File: config.mk
export PLATFORM = sky130hd
export DESIGN_NAME = dma_chan_stat_src
export DESIGN_NICKNAME = d
export VERILOG_FILES = /design/src/rtl/dcs_pkg.sv /design/src/rtl/dcs_flag_bank.sv /design/src/rtl/dcs_chan_enable.sv /design/src/rtl/dcs_src_addr.sv /design/src/rtl/dma_chan_stat_src.sv
export SDC_FILE = /design/constraint.sdc
export NUM_CORES = 1
export LEC_CHECK = 0
export BUFFER_PORTS_ARGS = -buffer_cell sky130_fd_sc_hd__buf_4
export CAP_MARGIN = 10
export CELL_PAD_IN_SITES_DETAIL_PLACEMENT = 2
export CELL_PAD_IN_SITES_GLOBAL_PLACEMENT = 2
export CORE_UTILIZATION = 26
export CTS_CLUSTER_DIAMETER = 200
export DETAILED_ROUTE_END_ITERATION = 12
export HOLD_SLACK_MARGIN = 0.06
export PLACE_DENSITY_LB_ADDON = 0.1
export SYNTH_ARGS = -nofsm -noshare
export SYNTH_HDL_FRONTEND = slang
export SYNTH_SLANG_ARGS = --single-unit
export TNS_END_PERCENT = 1
File: constraint.sdc
create_clock -name clk -period 2.2 [get_ports clk]
set_input_delay 0.44 -clock clk [delete_from_list [all_inputs] [get_ports clk]]
set_output_delay 0.44 -clock clk [all_outputs]
set_load 0.02 [all_outputs]
File: src/rtl/dcs_pkg.sv
package dcs_pkg;
  typedef enum logic [1:0] {
    DW_BYTE = 2'b00,
    DW_HALF = 2'b01,
    DW_WORD = 2'b10,
    DW_WIDE = 2'b11
  } dw_e;

  localparam int unsigned NFLAG   = 4;
  localparam int unsigned FL_CTZ  = 0;
  localparam int unsigned FL_RLD  = 1;
  localparam int unsigned FL_BERR = 2;
  localparam int unsigned FL_TMO  = 3;

  function automatic logic [2:0] dw_bytes(input dw_e w);
    case (w)
      DW_BYTE: dw_bytes = 3'd1;
      DW_HALF: dw_bytes = 3'd2;
      default: dw_bytes = 3'd4;
    endcase
  endfunction
endpackage

File: src/rtl/dcs_flag_bank.sv
module dcs_flag_bank #(
  parameter int unsigned N = 4
) (
  input  logic         clk,
  input  logic         rst_ni,
  input  logic [N-1:0] set_i,
  input  logic [N-1:0] clr_i,
  input  logic [N-1:0] ien_i,
  output logic [N-1:0] flags_o,
  output logic         ipend_o
);
  logic [N-1:0] flags_q;

  for (genvar g = 0; g < N; g++) begin : g_flag
    logic flag_d, flag_we;

    always_comb begin
      flag_we = set_i[g] | clr_i[g];
      flag_d  = set_i[g] | (flags_q[g] & ~clr_i[g]);
    end

    always_ff @(posedge clk or negedge rst_ni) begin
      if (!rst_ni)      flags_q[g] <= 1'b0;
      else if (flag_we) flags_q[g] <= flag_d;
    end


    flag_set_chk: assert property (@(posedge clk) disable iff (!rst_ni)
      set_i[g] |=> flags_q[g]);


    flag_clr_chk: assert property (@(posedge clk) disable iff (!rst_ni)
      (clr_i[g] && !set_i[g]) |=> !flags_q[g]);
  end

  assign flags_o = flags_q;
  assign ipend_o = |(flags_q & ien_i);
endmodule

File: src/rtl/dcs_chan_enable.sv
module dcs_chan_enable (
  input  logic clk,
  input  logic rst_ni,
  input  logic wr_i,
  input  logic wdata_i,
  input  logic berr_i,
  output logic en_o
);
  logic en_q, en_d, en_we;

  always_comb begin
    en_we = wr_i | berr_i;
    en_d  = berr_i ? 1'b0 : wdata_i;
  end

  always_ff @(posedge clk or negedge rst_ni) begin
    if (!rst_ni)    en_q <= 1'b0;
    else if (en_we) en_q <= en_d;
  end

  assign en_o = en_q;


  berr_off_chk: assert property (@(posedge clk) disable iff (!rst_ni)
    berr_i |=> !en_q);
endmodule

File: src/rtl/dcs_src_addr.sv
module dcs_src_addr
  import dcs_pkg::*;
#(
  parameter int unsigned AW = 32
) (
  input  logic          clk,
  input  logic          rst_ni,
  input  logic          en_i,
  input  logic          beat_i,
  input  logic          inc_i,
  input  logic          rlden_i,
  input  logic          ctz_i,
  input  dw_e           width_i,
  input  logic          periph_i,
  input  logic          src_wr_i,
  input  logic [AW-1:0] src_wdata_i,
  input  logic          rld_wr_i,
  input  logic [AW-1:0] rld_wdata_i,
  output logic          reload_o,
  output logic [AW-1:0] src_o,
  output logic [AW-1:0] req_o
);
  localparam int unsigned SW = 3;

  logic [AW-1:0] src_q, src_d, rld_q;
  logic          src_we, do_step, do_load;
  logic [SW-1:0] step_b;

  always_comb begin
    reload_o = en_i & ctz_i & rlden_i;
    do_step  = en_i & beat_i & inc_i;
    do_load  = ~en_i & src_wr_i;
    step_b   = dw_bytes(width_i);
    src_we   = reload_o | do_step | do_load;
    if (reload_o)     src_d = rld_q;
    else if (do_step) src_d = src_q + {{(AW-SW){1'b0}}, step_b};
    else              src_d = src_wdata_i;
  end

  always_ff @(posedge clk or negedge rst_ni) begin
    if (!rst_ni)     src_q <= '0;
    else if (src_we) src_q <= src_d;
  end

  always_ff @(posedge clk or negedge rst_ni) begin
    if (!rst_ni)       rld_q <= '0;
    else if (rld_wr_i) rld_q <= rld_wdata_i;
  end

  assign src_o = src_q;
  assign req_o = periph_i ? '0 : src_q;


  reload_chk: assert property (@(posedge clk) disable iff (!rst_ni)
    (en_i && ctz_i && rlden_i) |=> (src_q == $past(rld_q)));


  hold_chk: assert property (@(posedge clk) disable iff (!rst_ni)
    (en_i && !(beat_i && inc_i) && !(ctz_i && rlden_i)) |=> $stable(src_q));


  step_chk: assert property (@(posedge clk) disable iff (!rst_ni)
    (en_i && beat_i && inc_i && !(ctz_i && rlden_i)) |=>
      (src_q == $past(src_q) + {{(AW-SW){1'b0}}, $past(step_b)}));
endmodule

File: src/rtl/dma_chan_stat_src.sv
module dma_chan_stat_src
  import dcs_pkg::*;
#(
  parameter int unsigned AW = 32
) (
  input  logic          clk,
  input  logic          rst_n,
  input  logic          ev_timeout,
  input  logic          ev_bus_err,
  input  logic          ev_ctz,
  input  logic          ev_beat,
  input  logic          cfg_srcinc,
  input  logic          cfg_rlden,
  input  logic [1:0]    cfg_width,
  input  logic          cfg_periph,
  input  logic          cfg_wr,
  input  logic          cfg_wdata_en,
  input  logic [3:0]    irq_en,
  input  logic          st_wr,
  input  logic [7:0]    st_wdata,
  input  logic          src_wr,
  input  logic [AW-1:0] src_wdata,
  input  logic          rld_wr,
  input  logic [AW-1:0] rld_wdata,
  output logic [7:0]    st_rdata,
  output logic          cfg_en,
  output logic          ipend,
  output logic [AW-1:0] src_addr,
  output logic [AW-1:0] req_addr
);
  logic [1:0]       rs_q;
  logic             rst_int_n;
  logic             en, reload_ev;
  logic [NFLAG-1:0] fl_set, fl_clr, flags;

  always_ff @(posedge clk or negedge rst_n) begin
    if (!rst_n) rs_q <= 2'b00;
    else        rs_q <= {rs_q[0], 1'b1};
  end
  assign rst_int_n = rs_q[1];

  dcs_chan_enable u_en (
    .clk     (clk),
    .rst_ni  (rst_int_n),
    .wr_i    (cfg_wr),
    .wdata_i (cfg_wdata_en),
    .berr_i  (ev_bus_err),
    .en_o    (en)
  );

  dcs_src_addr #(.AW(AW)) u_src (
    .clk         (clk),
    .rst_ni      (rst_int_n),
    .en_i        (en),
    .beat_i      (ev_beat),
    .inc_i       (cfg_srcinc),
    .rlden_i     (cfg_rlden),
    .ctz_i       (ev_ctz),
    .width_i     (dw_e'(cfg_width)),
    .periph_i    (cfg_periph),
    .src_wr_i    (src_wr),
    .src_wdata_i (src_wdata),
    .rld_wr_i    (rld_wr),
    .rld_wdata_i (rld_wdata),
    .reload_o    (reload_ev),
    .src_o       (src_addr),
    .req_o       (req_addr)
  );

  always_comb begin
    fl_set          = '0;
    fl_set[FL_CTZ]  = ev_ctz;
    fl_set[FL_RLD]  = reload_ev;
    fl_set[FL_BERR] = ev_bus_err;
    fl_set[FL_TMO]  = ev_timeout;
    fl_clr          = '0;
    fl_clr[FL_CTZ]  = st_wr & st_wdata[2];
    fl_clr[FL_RLD]  = st_wr & st_wdata[3];
    fl_clr[FL_BERR] = st_wr & st_wdata[4];
    fl_clr[FL_TMO]  = st_wr & st_wdata[6];
  end

  dcs_flag_bank #(.N(NFLAG)) u_flags (
    .clk     (clk),
    .rst_ni  (rst_int_n),
    .set_i   (fl_set),
    .clr_i   (fl_clr),
    .ien_i   (irq_en),
    .flags_o (flags),
    .ipend_o (ipend)
  );

  assign cfg_en   = en;
  assign st_rdata = {1'b0, flags[FL_TMO], 1'b0, flags[FL_BERR],
                     flags[FL_RLD], flags[FL_CTZ], ipend, en};


  reserved_zero_chk: assert property (@(posedge clk) disable iff (!rst_int_n)
    (st_rdata[7] == 1'b0) && (st_rdata[5] == 1'b0));
endmodule

Word-level counts from Yosys, hierarchy flattened --
Index checks and enable logic that the tools add are counted.
Storage, ports and cells: register bits 71, input port bits 92
Operators by class: $add $sub $neg 1, eq/ne operators 1, muxes and demuxes 5, bitwise operators 30, reductions and logical operators 2
Operators by type and width (number):
- $mux W32 | 3
- $add A32 B3 Y32 | 1
- $and A1 B1 Y1 | 13
- $or A1 B1 Y1 | 11
- $pmux W3 S2 | 1
- $not A1 Y1 | 5
- $and A4 B4 Y4 | 1
- $reduce_or A4 Y1 | 1
- $eq A2 B1 Y1 const B | 1
- $logic_not A2 Y1 | 1
- $mux W1 | 1

Logic depth before layout (Yosys ltp) --
Gate-level depths: netlist (run 1).
depth after elaboration 5, depth in mapped cells 8

Modules after synthesis --
A second synthesis (run 1) with hierarchy kept.
Second synthesis, totals: cells, all modules 446, area, all modules 4214.0 um^2
By module, submodules not included:
- dcs_src_addr | instances 1, cells an instance 416, area each 3897.5 um^2
- dcs_flag_bank | instances 1, cells an instance 15, area each 165.2 um^2
- dma_chan_stat_src | instances 1, cells an instance 12, area each 112.6 um^2
- dcs_chan_enable | instances 1, cells an instance 3, area each 38.8 um^2

Worst setup path before layout (run 1) --
Ideal clock, no wire load.
path kind register -> register, from reg u_src.src_q[0], in the netlist u_src.src_o[0], to reg u_src.src_q[6], in the netlist u_src.src_o[6], data arrival time 2042 ps, data required time 2071 ps, slack 29 ps, cell stages (with the launch flop) 8, buffers on the path 0, cell sequence dfrtp_1 ha_1 fa_1 a21oi_1 nor2_1 nor4b_1 a221oi_1 o21ai_0
Between the ends: longest elaborated chain between the ends 3
Ends and longest elaborated chain:
- start, declared | line dcs_src_addr.sv:25 | logic [AW-1:0] src_q, src_d, rld_q;
- start signal, assigned | line dcs_src_addr.sv:42 | else if (src_we) src_q <= src_d;
- $add A32 B3 Y32 | line dcs_src_addr.sv:36 | else if (do_step) src_d = src_q + {{(AW-SW){1'b0}}, step_b};
- $mux W32 | line dcs_src_addr.sv:36
- $mux W32 | line dcs_src_addr.sv:35 | if (reload_o) src_d = rld_q;
No other way between the ends. A chain may end at the register's enable or synchronous reset.

Final worst setup path (run 1) --
from in cfg_width[0], to reg u_src.src_q[24], in the netlist u_src.src_o[24]
Between the ends: longest elaborated chain between the ends 5
Ends and longest elaborated chain:
- start, declared | line dma_chan_stat_src.sv:14 | input logic [1:0] cfg_width,
- $eq A2 B1 Y1 or $logic_not A2 Y1 (tied branches) | line dcs_pkg.sv:16 | case (w)
- $pmux W3 S2 (*) | line dcs_pkg.sv:16
- $add A32 B3 Y32 (*) | line dcs_src_addr.sv:36
- $mux W32 (*) | line dcs_src_addr.sv:36
- $mux W32 (*) | line dcs_src_addr.sv:35
Every way passes the cells marked *; elsewhere a longest branch is shown, timed or not.

==> flow_metrics.env, run 1 <==
export IMPL_slew_viol_final=0
export IMPL_leakage_nw=2.81
export IMPL_start_util_pct=27.0
export IMPL_outcome="finished clean"
export IMPL_cp_common_cell="buf_4"
export IMPL_layout_core_utilization_pct=39.9
export IMPL_min_delay_path_depth=2
export IMPL_clockBufferDepth=2
export IMPL_switching_share_pct=33.0
export IMPL_clkPwrFrac_pct=33.5
export IMPL_synth_seq_cells=71
export IMPL_fin_crit_ns=2.17
export IMPL_root_buffer="clkbuf_16"
export IMPL_netlist_area_um2=4170
export IMPL_crit_start="cfg_width[0]"
export IMPL_irDropWorstVdd_uv=370
export IMPL_multi_input_area_um2=2240
export IMPL_synth_area_leaders="dfrtp_1 43%, mux2_2 8.6%, nor2b_1 3.9%"
export IMPL_worstPathArrival_ns=2.40
export IMPL_worstRegToRegCells=8
export IMPL_grt_max_degree=70
export IMPL_grt_pass1_wl_mm=26.7
export IMPL_antenna_found_initial=0
export IMPL_die_x_um=129
export IMPL_placed_area_um2=5810
export IMPL_ys_seq_area_share_pct=42.6
export IMPL_top_level_ports=166
export IMPL_nFillCells=1732
export IMPL_critical_path_required_ns=2.42
export IMPL_dp_slack_ns=-0.385
export IMPL_htree_levels=3
export IMPL_final_cell_area_um2=6160
export IMPL_start_kind="input pin"
export IMPL_drt_iter0_markers=210
export IMPL_r2r_slack_ns=0.04
export IMPL_hold_violations=0
export IMPL_clk_latency_ns=0.35
export IMPL_synth_edf_count=0
export IMPL_first_pass_iters=4
export IMPL_dp_hpwl_mm=12.5
export IMPL_mostFrequentLayoutCells="196 x buf_4, 70 x dfrtp_1, 39 x nor2_1"
export IMPL_finalWirelength_mm=17.1
export IMPL_remaining_drc_errors=0
export IMPL_antennaDiodeCount=0
export IMPL_avgSynthCellArea_um2=9.51
export IMPL_power_mw=4.61
export IMPL_crit_type="input pin to register"
export IMPL_seqCellArea_um2=1780
export IMPL_cts_made_buffers=9
export IMPL_rsz0062_at_grt="yes"
export IMPL_hold_path_class="input pin to register"
export IMPL_r2r_end="u_src.src_o[24]$_DFFE_PN0P_"
export IMPL_std_cell_rows=45
export IMPL_worst_slack_ns=0.0275
export IMPL_via_per_inst=5.08
export IMPL_grt_usage_pct=21.6
export IMPL_ant_nets=0
export IMPL_max_slew_margin_pct=61.9
export IMPL_syn_to_final_growth_pct=47.8
export IMPL_max_freq_ghz=0.460
export IMPL_cp_cell_sequence="buf_4, nor2_1, ha_1, fa_2, a21oi_2, buf_4, nor3_4, a41oi_1, o21ai_1, or3b_1"
export IMPL_die_y_um=129
export IMPL_hold_end="u_en.en_o$_DFFE_PN0P_"
export IMPL_synthFlopType="dfrtp_1"
export IMPL_vias=4244
export IMPL_yosys_warnings=0
export IMPL_wl_per_cell_um=20.4
export IMPL_p_comb_share_pct=30.3
export IMPL_maxCapViolCount=0
export IMPL_crit_slowest_cell="or3b_1"
export IMPL_fin_skew_ns=0.00762
export IMPL_hold_path_startpoint="ev_bus_err"
export IMPL_yosysTopAreaCell="dfrtp_1"
export IMPL_synth_distinct_cells=59
export IMPL_async_flop_share_pct=100
export IMPL_r2r_start="u_src.src_o[0]$_DFFE_PN0P_"
export IMPL_portBuffers=159
export IMPL_first_global_vias=4777
export IMPL_finalCritPeriodShare_pct=98.7
export IMPL_place_congestion=0.806
export IMPL_path_max_fanout=5
export IMPL_powerDensity_nw_per_um2=749
export IMPL_die_area_um2=16500
export IMPL_drive_gt1_share_pct=42.6
export IMPL_clkTransAtPathRegs_ns=0.06
export IMPL_cts_num_sinks=71
export IMPL_seq_power_share_pct=36.2
export IMPL_cts_tree="built"
export IMPL_synth_top_cell_area_share_pct=42.6
export IMPL_overflow=0
export IMPL_setup_viol=0
export IMPL_worst_pin_slew_ns=0.568
export IMPL_nets=715
export IMPL_coreArea_um2=15400
export IMPL_syn_inst=438
export IMPL_switchingPower_mw=1.52
export IMPL_cpPeakStageDelay_ns=0.35
export IMPL_p_int_mw=3.09
export IMPL_mostFrequentLayoutCell="buf_4"
export IMPL_worst_setup_path_end_kind="register"
-- power groups by stage --
stage | clock, mW | combinational [mW] | sequential (mW)
after floorplan | 0 | 0.580 | 1.78
after global placement | 0 | 1.36 | 1.69
after detailed placement | 0 | 1.39 | 1.69
after CTS | 1.59 | 1.41 | 1.67
after global routing | 1.64 | 1.51 | 1.70
final | 1.54 | 1.40 | 1.67
-- registers in the layout (all words and copies together), names as in the netlist --
register,flops
u_en.en_o,1
u_src.rld_q,32
rs_q,2
u_flags.flags_o,4
u_src.src_o,32
-- cells by family (layout without fill, tap and decap cells) --
| kind of cell | after synthesis | after routing | share of synthesized area, % |
|---|---|---|---|
| AO/OA/AOI/OAI | 116 | 116 | 19.0 |
| XOR/XNOR | 8 | 8 | 1.68 |
| adder cells (fa/ha/maj) | 4 | 4 | 1.38 |
| buffers and inverters | 40 | 224 | 4.59 |
| flip-flops | 71 | 71 | 42.6 |
| multiplexers | 34 | 34 | 9.13 |
| other | 2 | 3 | 0.180 |
| AND/OR/NAND/NOR | 163 | 164 | 21.4 |
-- per-stage QoR --
stage	std cells	hold WS, ns	setup TNS [ns]
2_1_floorplan	439	0.144	0
3_3_place_gp	817	0.222	-3.39
3_5_place_dp	817	0.224	-5.30
4_1_cts	834	0.234	-0.0536
5_1_grt	835	0.245	-0.112
6_report	835	0.244	0
-- cell type report --
type                            instances  area share, %
Clock buffer                           13           4.39
Multi-Input combinational cell        329           36.3
Tap cell                              211           4.29
Sequential cell                        71           28.9
Inverter                                8          0.488
Clock inverter                          3          0.650
Timing Repair Buffer                  200           25.0
-- synthesized netlist by cell type (4+ instances only) --
cell,n
nand3_1,16
nor3_1,4
a31oi_1,9
a22oi_1,7
a221oi_1,6
o31ai_1,4
nor2_1,40
inv_1,8
o22ai_1,8
buf_2,11
clkbuf_1,10
nand4_1,13
a21o_1,6
xor2_1,7
nand2_1,30
nor2b_1,26
and3_1,10
o21ai_0,25
a21oi_1,20
dfrtp_1,71
buf_4,7
mux2_2,32
-- routing by layer --
metal	part of all wire (%)	vias to the layer above	routed length, µm	track usage (%)
met5	0	-	0	0
met1	42	2144	7250	26.5
met2	52	114	8820	38.2
li1	-	1977	-	-
met4	0.81	0	138	4.71
met3	5.0	9	858	4.99
-- worst max-delay path: cells and delay by family --
| kind | cells | cell delay, ns |
|---|---|---|
| fa+ha+maj | 2 | 0.48 |
| compound gates | 3 | 0.39 |
| simple gates | 3 | 0.81 |
| buf+inv | 2 | 0.27 |
-- worst max path at each step --
stage | slack [ns] | cells after the start | end
6_report | 0.03 | 10 | u_src.src_o[24]$_DFFE_PN0P_
5_1_grt | -0.07 | 8 | u_src.src_o[24]$_DFFE_PN0P_
4_1_cts | -0.05 | 8 | u_src.src_o[24]$_DFFE_PN0P_
3_5_place_dp | -0.38 | 10 | u_src.src_o[24]$_DFFE_PN0P_
3_3_place_gp | -0.26 | 10 | u_src.src_o[24]$_DFFE_PN0P_
2_1_floorplan | 0.03 | 7 | u_src.src_o[6]$_DFFE_PN0P_
-- what timing repair did --
item | CTS | global route
setup endpoints to repair | 13 | 15
hold buffers | 1 | 0
pin swaps | 0 | 1
buffers inserted | 0 | 0
hold endpoints to repair | 2 | 0
gates resized for setup | 1 | 5
gates cloned | 0 | 1
(Power assumes the default switching activity.)
==> inputs of run 2 (changes only) <==
--- a/config.mk
+++ b/config.mk
@@ -9,6 +9,7 @@
 export CAP_MARGIN = 10
 export CELL_PAD_IN_SITES_DETAIL_PLACEMENT = 2
 export CELL_PAD_IN_SITES_GLOBAL_PLACEMENT = 2
+export CORE_MARGIN = 10
 export CORE_UTILIZATION = 26
 export CTS_CLUSTER_DIAMETER = 200
 export DETAILED_ROUTE_END_ITERATION = 12
==> flow_metrics.env, run 2 (same netlist as run 1, synthesis figures left out) <==
export IMPL_worst_pin_slew_ns=0.569
export IMPL_setup_viol=0
export IMPL_grt_pass1_wl_mm=29.6
export IMPL_die_x_um=147
export IMPL_hold_path_startpoint="ev_bus_err"
export IMPL_hold_violations=0
export IMPL_drive_gt1_share_pct=43.8
export IMPL_cts_num_sinks=71
export IMPL_antenna_found_initial=0
export IMPL_fin_skew_ns=0.00840
export IMPL_first_global_vias=5022
export IMPL_maxCapViolCount=0
export IMPL_portBuffers=159
export IMPL_path_max_fanout=7
export IMPL_die_y_um=147
export IMPL_fin_crit_ns=2.18
export IMPL_start_kind="register"
export IMPL_cts_made_buffers=9
export IMPL_irDropWorstVdd_uv=389
export IMPL_syn_to_final_growth_pct=48.8
export IMPL_start_util_pct=26.4
export IMPL_outcome="finished clean"
export IMPL_mostFrequentLayoutCell="buf_4"
export IMPL_htree_levels=3
export IMPL_max_freq_ghz=0.460
export IMPL_worst_slack_ns=0.0239
export IMPL_root_buffer="clkbuf_16"
export IMPL_clk_latency_ns=0.34
export IMPL_antennaDiodeCount=0
export IMPL_grt_max_degree=37
export IMPL_coreArea_um2=15800
export IMPL_die_area_um2=21500
export IMPL_hold_path_class="input pin to register"
export IMPL_dp_slack_ns=-0.505
export IMPL_leakage_nw=2.83
export IMPL_clockBufferDepth=2
export IMPL_ant_nets=0
export IMPL_overflow=0
export IMPL_crit_type="register to register"
export IMPL_finalCritPeriodShare_pct=98.9
export IMPL_vias=4281
export IMPL_crit_start="u_src.src_o[0]$_DFFE_PN0P_"
export IMPL_wl_per_cell_um=22.3
export IMPL_grt_usage_pct=17.4
export IMPL_clkTransAtPathRegs_ns=0.06
export IMPL_slew_viol_final=0
export IMPL_top_level_ports=166
export IMPL_nets=721
export IMPL_via_per_inst=5.06
export IMPL_first_pass_iters=4
export IMPL_r2r_start="u_src.src_o[0]$_DFFE_PN0P_"
export IMPL_layout_core_utilization_pct=39.3
export IMPL_cts_tree="built"
export IMPL_max_slew_margin_pct=62.1
export IMPL_worstPathArrival_ns=2.40
export IMPL_std_cell_rows=46
export IMPL_rsz0062_at_grt="yes"
export IMPL_powerDensity_nw_per_um2=741
export IMPL_worst_setup_path_end_kind="register"
export IMPL_finalWirelength_mm=18.9
export IMPL_drt_iter0_markers=187
export IMPL_remaining_drc_errors=0
export IMPL_place_congestion=0.824
export IMPL_mostFrequentLayoutCells="204 x buf_4, 70 x dfrtp_1, 39 x nor2_1"
export IMPL_critical_path_required_ns=2.42
export IMPL_dp_hpwl_mm=14.4
-- run 2: cell types whose count changed in the layout (fill, tap and decap cells not counted), sizes merged --
cell	delta
clkinv	-1
buf	+7
nor3	-1
clkinvlp	+1
-- run 2: per-layer routing --
metal / part of all wire (%) / track usage [%]
met5: 0 / 0
met4: 1.3 / 5.16
met3: 4.6 / 4.51
met2: 49 / 29.2
met1: 45 / 21.3
-- run 2: area by class of cell --
| cell class | instances | area (µm²) |
|---|---|---|
| flip-flops and latches | 71 | 1780 |
| fillers | 1765 | 9570 |
| inverters | 8 | 30.0 |
| multi-input cells | 328 | 2240 |
| clock buffers | 13 | 250 |
| well taps | 216 | 270 |
| clock inverters | 3 | 42.5 |
| repair buffers | 207 | 1580 |
-- run 2: what timing repair did --
action                     CTS  global route
gates cloned                 0             0
gates resized for setup      2            11
hold endpoints to repair     2             0
buffers inserted             0             5
pin swaps                    0             3
hold buffers                 1             0
setup endpoints to repair    7            12
-- run 2: report_power, final --
part / leakage [nW] / total [mW] / internal (mW) / switching (mW)
clock network: 0.140 / 1.50 / 0.909 / 0.591
registers: 0.830 / 1.69 / 1.47 / 0.217
logic: 1.86 / 1.40 / 0.659 / 0.745
-- run 2: worst max-delay path: stages, from the launching register on --
cell	delay, ns
dfrtp_1	0.40
ha_2	0.21
fa_2	0.36
a21oi_2	0.18
buf_4	0.15
nor3_4	0.04
buf_12	0.14
buf_4	0.13
nor3b_1	0.13
a221oi_1	0.22
o21ai_1	0.10
-- run 2: worst paths after layout --
check,cells past startpoint,slack (ns),end
hold reg to reg,0,0.32,u_src.rld_q[16]$_DFFE_PN0P_
max in group asynchronous,1,1.14,u_src.src_o[21]$_DFFE_PN0P_
hold / removal,2,0.25,u_en.en_o$_DFFE_PN0P_
setup / recovery,10,0.02,u_src.src_o[8]$_DFFE_PN0P_
setup reg to reg,10,0.02,u_src.src_o[8]$_DFFE_PN0P_
min in group asynchronous,0,0.32,u_src.rld_q[16]$_DFFE_PN0P_
-- run 2: stage by stage --
step           cell area, µm²  hold WS [ns]  TNS (ns)  total power, mW  cells
3_3_place_gp             5810         0.222     -2.21             3.06    824
5_1_grt                  6200         0.248    -0.255             4.84    846
4_1_cts                  6120         0.235   -0.0421             4.64    841
2_1_floorplan            4170         0.144         0             2.36    439
3_5_place_dp             5810         0.223     -5.22             3.11    824
6_report                 6200         0.247         0             4.59    846
